<file path="src/rtl/resolver_init_seq.sv">
module resolver_init_seq #(
  parameter int CLK_W    = 24,
  parameter int EXC_W    = 16,
  parameter int CLK_MIN  = 6144000,
  parameter int CLK_MAX  = 10240000,
  parameter int EXC_MIN  = 2000,
  parameter int EXC_MAX  = 20000,
  parameter int WORD_MIN = 4,
  parameter int WORD_MAX = 80
) (
  input  logic             clk,
  input  logic             rst_n,
  input  logic             start,
  input  logic [1:0]       res_code,
  input  logic [CLK_W-1:0] fclkin_hz,
  input  logic [EXC_W-1:0] fexcit_hz,
  output logic             spi_req,
  output logic [7:0]       spi_tx,
  input  logic             spi_ack,
  input  logic [7:0]       spi_rx,
  output logic [1:0]       mode_pins,
  output logic             res0,
  output logic             res1,
  output logic             busy,
  output logic             done,
  output logic [1:0]       err_code
);
  localparam int NW = EXC_W + 15;
  localparam int CW = $clog2(NW + 1);
  localparam logic [CW-1:0] NW_C = CW'(NW);
  localparam logic [1:0] E_OK = 2'd0, E_ARG = 2'd1, E_WORD = 2'd2, E_IO = 2'd3;

  typedef enum logic [1:0] {S_IDLE, S_XFER, S_NEXT} st_t;
  st_t st;

  logic [2:0]       step;
  logic [1:0]       code_q;
  logic [7:0]       rb;
  logic [NW-1:0]    dvd;
  logic [CLK_W-1:0] dvs;
  logic [CLK_W:0]   rem, nrem;
  logic [CW-1:0]    div_cnt;
  logic             ge, args_ok, word_ok;
  logic [7:0]       word;

  assign busy      = (st != S_IDLE);
  assign mode_pins = busy ? 2'b10 : 2'b00;
  assign res0      = code_q[1];
  assign res1      = code_q[0];
  assign word      = dvd[7:0];
  assign word_ok   = (word >= 8'(WORD_MIN)) && (word <= 8'(WORD_MAX));
  assign args_ok   = (fclkin_hz >= CLK_W'(CLK_MIN)) && (fclkin_hz <= CLK_W'(CLK_MAX)) &&
                     (fexcit_hz >= EXC_W'(EXC_MIN)) && (fexcit_hz <= EXC_W'(EXC_MAX));

  always_comb begin
    nrem = {rem[CLK_W-1:0], dvd[NW-1]};
    ge   = (nrem >= {1'b0, dvs});
  end

  always_comb begin
    case (step)
      3'd0:    spi_tx = 8'h92;
      3'd1:    spi_tx = {6'b011111, code_q};
      3'd2:    spi_tx = 8'h92;
      3'd3:    spi_tx = 8'hFF;
      3'd4:    spi_tx = 8'h91;
      3'd5:    spi_tx = word;
      3'd6:    spi_tx = 8'hF0;
      default: spi_tx = 8'h00;
    endcase
  end

  always_ff @(posedge clk or negedge rst_n) begin
    if (!rst_n) begin
      st       <= S_IDLE;
      step     <= '0;
      code_q   <= '0;
      rb       <= '0;
      dvd      <= '0;
      dvs      <= '0;
      rem      <= '0;
      div_cnt  <= '0;
      spi_req  <= 1'b0;
      done     <= 1'b0;
      err_code <= E_OK;
    end else begin
      done <= 1'b0;
      if (div_cnt != '0) begin
        rem     <= ge ? nrem - {1'b0, dvs} : nrem;
        dvd     <= {dvd[NW-2:0], ge};
        div_cnt <= div_cnt - 1'b1;
      end
      case (st)
        S_IDLE: if (start) begin
          if (!args_ok) begin
            done     <= 1'b1;
            err_code <= E_ARG;
          end else begin
            err_code <= E_OK;
            code_q   <= res_code;
            dvd      <= {fexcit_hz, 15'b0};
            dvs      <= fclkin_hz;
            rem      <= '0;
            div_cnt  <= NW_C;
            step     <= '0;
            spi_req  <= 1'b1;
            st       <= S_XFER;
          end
        end
        S_XFER: if (spi_ack) begin
          spi_req <= 1'b0;
          if (step == 3'd3) rb <= spi_rx;
          st <= S_NEXT;
        end
        default: begin
          if (step == 3'd3 && rb[7]) begin
            done <= 1'b1; err_code <= E_IO; st <= S_IDLE;
          end else if (step == 3'd3 && div_cnt != '0) begin
            st <= S_NEXT;
          end else if (step == 3'd3 && !word_ok) begin
            done <= 1'b1; err_code <= E_WORD; st <= S_IDLE;
          end else if (step == 3'd7) begin
            done <= 1'b1; err_code <= E_OK; st <= S_IDLE;
          end else begin
            step    <= step + 1'b1;
            spi_req <= 1'b1;
            st      <= S_XFER;
          end
        end
      endcase
    end
  end


  cfg_mode_chk: assert property (@(posedge clk) disable iff (!rst_n)
    spi_req |-> mode_pins == 2'b10);

  req_hold_chk: assert property (@(posedge clk) disable iff (!rst_n)
    (spi_req && !spi_ack) |=> (spi_req && $stable(spi_tx)));

  req_gap_chk: assert property (@(posedge clk) disable iff (!rst_n)
    (spi_req && spi_ack) |=> !spi_req);

  done_pulse_chk: assert property (@(posedge clk) disable iff (!rst_n)
    done |-> (!busy ##1 !done));

  pins_hold_chk: assert property (@(posedge clk) disable iff (!rst_n)
    (busy && $past(busy)) |-> $stable({res0, res1}));

  word_ready_chk: assert property (@(posedge clk) disable iff (!rst_n)
    (spi_req && step == 3'd5) |-> (div_cnt == '0 && word_ok));
endmodule

</file>
<file path="config.mk">
export PLATFORM = sky130hd
export DESIGN_NAME = resolver_init_seq
export DESIGN_NICKNAME = d
export VERILOG_FILES = /design/src/rtl/resolver_init_seq.sv
export SDC_FILE = /design/constraint.sdc
export NUM_CORES = 1
export LEC_CHECK = 0
export ABC_AREA = 1
export ABC_CLOCK_PERIOD_IN_PS = 3000
export BUFFER_PORTS_ARGS = -buffer_cell sky130_fd_sc_hd__buf_2
export CORE_MARGIN = 5
export CORE_UTILIZATION = 50
export DETAILED_ROUTE_END_ITERATION = 16
export GPL_ROUTABILITY_DRIVEN = 0
export PLACE_DENSITY = 0.66
export RECOVER_POWER = 50
export SLEW_MARGIN = 10
export SYNTH_ARGS = -nofsm -noshare
export SYNTH_HDL_FRONTEND = slang
export SYNTH_SLANG_ARGS = --single-unit
</file>
<file path="constraint.sdc">
create_clock -name clk -period 3 [get_ports clk]
set_clock_uncertainty 0.1 [all_clocks]
set_input_delay 0.15 -clock clk [delete_from_list [all_inputs] [get_ports clk]]
set_output_delay 0.15 -clock clk [all_outputs]
set_load 0.01 [all_outputs]
</file>
==> flow_metrics.env <==
export IMPL_dr_pass1_iters=7
export IMPL_globalRouteTotalUtil_pct=23.4
export IMPL_ys_seq_area_share_pct=33.3
export IMPL_worstPathArrival_ns=2.59
export IMPL_die_area_um2=16900
export IMPL_ctsResizeCount=0
export IMPL_vias=7105
export IMPL_fin_setup_tns_ns=0
export IMPL_holdWs_ns=0.0115
export IMPL_worst_setup_path_start_kind="flip-flop"
export IMPL_r2r_start="dvs[7]$_DFFE_PN0P_"
export IMPL_cp_max_fo=18
export IMPL_finalPower_w=0.0100
export IMPL_initial_core_util_pct=51.5
export IMPL_startpoint="dvs[7]$_DFFE_PN0P_"
export IMPL_tritoncts="yes"
export IMPL_dp_cells=1358
export IMPL_dp_hpwl_um=13500
export IMPL_final_cell_mix="nand2_1 (388), inv_1 (207), nor2_1 (110)"
export IMPL_instances_no_fill=1417
export IMPL_final_fill_count=1358
export IMPL_violations="capacitance limit, slew limit"
export IMPL_drt_total_wl_um=18900
export IMPL_antenna_cells=0
export IMPL_clkSlewWorstSetupHoldPaths_ns=0.08
export IMPL_die_x_um=130
export IMPL_irDropWorstVdd_mv=0.440
export IMPL_grt_max_degree=84
export IMPL_drc=0
export IMPL_die_height_um=130
export IMPL_cts_setup_buffers=0
export IMPL_synthesis_nets=1225
export IMPL_endpoint_kind="flip-flop"
export IMPL_yosys_warnings=0
export IMPL_layout_drive_gt1_share_pct=10.4
export IMPL_numCtsBuffers=9
export IMPL_layout_nets=1318
export IMPL_syn_area_um2=7210
export IMPL_outcome="finished with violations"
export IMPL_tightest_slew_ns=2.09
export IMPL_grt_pass1_vias=6464
export IMPL_area_growth_syn_to_layout_pct=16.2
export IMPL_p_leak_nw=4.81
export IMPL_ant_nets=0
export IMPL_max_slew_margin_pct=-39.7
export IMPL_setup_violations=0
export IMPL_syn_inst=1139
export IMPL_port_buffers=62
export IMPL_cp_data_required_time_ns=3.15
export IMPL_fmax_mhz=409
export IMPL_drv_slew=84
export IMPL_hp_start="fclkin_hz[17]"
export IMPL_synth_seq_cells=96
export IMPL_ios=71
export IMPL_rsz0062_at_grt="no"
export IMPL_core_um2=14000
export IMPL_synthDistinctLibCells=39
export IMPL_htreeDepth=3
export IMPL_clkLatencyLatePin_ns=0.36
export IMPL_num_rows=43
export IMPL_syn_area_per_cell_um2=6.33
export IMPL_clockBufferDepth=2
export IMPL_grt_pass1_wl_um=31600
export IMPL_cts_hold_buf=43
export IMPL_power_per_cell_area_nw_per_um2=1200
export IMPL_final_common_cell="nand2_1"
export IMPL_dr_first_iter_drc_count=423
export IMPL_crit_type="reg -> reg"
export IMPL_finalCriticalPeriod_ns=2.45
export IMPL_min_path_type="in -> reg"
export IMPL_root_buffer="clkbuf_16"
export IMPL_final_util_pct=59.9
export IMPL_post_route_period_util_pct=81.5
export IMPL_antenna_found_initial=0
export IMPL_vias_per_cell=5.01
export IMPL_grt_overflow=0
export IMPL_maxCapViolations=1
export IMPL_clock_sinks=96
export IMPL_avgRoutedWirePerCell_um=13.3
export IMPL_hold_violations=0
-- where the power goes --
| part | total (W) | switching [W] | internal (W) |
|---|---|---|---|
| Combinational | 0.00656 | 0.00425 | 0.00231 |
| Sequential | 0.00231 | 0.000358 | 0.00195 |
| Clock | 0.00115 | 0.000565 | 0.000589 |
-- worst max-delay path: stages (launching register included) --
cell and delay (ns):
dfrtp_1 0.36, inv_1 0.10, ha_1 0.29, nand2_1 0.14, inv_1 0.05, nand2_1 0.06
nand2_1 0.08, inv_1 0.08, nand3_2 0.16, nand2_4 0.28, nand3_4 0.29, nand2_2 0.12
nand3_1 0.11, nand2_1 0.08, inv_1 0.04
-- cells by family (layout without fill, tap and decap cells) --
family | Yosys count | after routing | share of synthesized area [%]
AND/OR/NAND/NOR | 647 | 647 | 38.7
buffers and inverters | 246 | 344 | 13.7
AO/OA/AOI/OAI | 113 | 113 | 8.14
flip-flops | 96 | 96 | 33.3
adder cells (fa/ha/maj) | 32 | 32 | 5.66
XOR/XNOR | 4 | 4 | 0.486
other | 1 | 1 | 0.0520
-- metal layers --
| layer | vias up | track usage (%) | share of wire [%] |
|---|---|---|---|
| met3 | 26 | 4.22 | 5.3 |
| met1 | 3228 | 33.8 | 49 |
| met4 | 0 | 6.54 | 1.6 |
| li1 | 3687 | - | - |
| met2 | 164 | 36.2 | 44 |
| met5 | - | 0 | 0 |
-- final timing paths --
check                           cells after the start             endpoint  slack (ns)
min in group asynchronous                           2   dvs[7]$_DFFE_PN0P_        0.84
max in group asynchronous                           3    rem[17]$_DFF_PN0_        0.70
worst min register to register                      2  spi_req$_DFFE_PN0P_        0.38
worst max register to register                     14    rem[15]$_DFF_PN0_        0.55
worst min-delay path                                3  dvs[17]$_DFFE_PN0P_        0.01
worst max-delay path                               14    rem[15]$_DFF_PN0_        0.55
-- cells in the mapped netlist --
| master | number | share of area (%) |
|---|---|---|
| o211ai_1 | 2 | 0.21 |
| or2_1 | 1 | 0.087 |
| nor3_2 | 1 | 0.14 |
| xor2_1 | 3 | 0.36 |
| nand3b_1 | 5 | 0.52 |
| nand3_1 | 62 | 4.3 |
| nand2_4 | 3 | 0.47 |
| o22ai_1 | 1 | 0.087 |
| nor2b_1 | 1 | 0.087 |
| a41oi_1 | 1 | 0.12 |
| or2_2 | 21 | 1.8 |
| buf_2 | 14 | 0.97 |
| nand2_2 | 9 | 0.78 |
| a21oi_1 | 25 | 1.7 |
| inv_2 | 5 | 0.26 |
| xnor2_1 | 1 | 0.12 |
| dfrtp_1 | 96 | 33 |
| o21ai_0 | 71 | 4.9 |
| and3_1 | 1 | 0.087 |
| fa_1 | 1 | 0.28 |
| nor2_4 | 3 | 0.47 |
| inv_1 | 207 | 11 |
| and2_1 | 1 | 0.087 |
| a21oi_4 | 1 | 0.23 |
| buf_4 | 7 | 0.73 |
| nand4_1 | 31 | 2.7 |
| nand3_4 | 1 | 0.24 |
| nor2_1 | 110 | 5.7 |
| buf_12 | 1 | 0.28 |
| nor2_2 | 2 | 0.17 |
| conb_1 | 1 | 0.052 |
| o21ai_1 | 12 | 0.83 |
| inv_4 | 1 | 0.087 |
| ha_1 | 31 | 5.4 |
| nand2_1 | 388 | 20 |
| clkbuf_1 | 11 | 0.57 |
| nand4_4 | 1 | 0.30 |
| nand3_2 | 1 | 0.14 |
| nor3_1 | 5 | 0.35 |
-- cell type report --
cell class / count / area, um^2 / area share, %
well taps: 180 / 225 / 2.69
inverters: 213 / 802 / 9.58
clock buffers: 9 / 225 / 2.69
clock inverters: 7 / 73.8 / 0.881
flip-flops and latches: 96 / 2400 / 28.7
repair buffers: 115 / 826 / 9.86
multi-input cells: 797 / 3820 / 45.6
-- registers in the layout, summed over array words and instances (netlist names) --
signal    cells
code_q        2
done          1
spi_req       1
st            2
div_cnt       5
dvd          31
dvs          24
err_code      2
rem          24
step          3
rb            1
-- through the flow --
stage | worst slack (ns) | cell area (um^2)
after floorplan | 0.982 | 7210
after global placement | 0.576 | 7660
after detailed placement | 0.589 | 7660
after CTS | 0.553 | 8390
after global routing | 0.229 | 8380
final | 0.555 | 8380
Note: power is estimated with default switching activity, not from simulation.
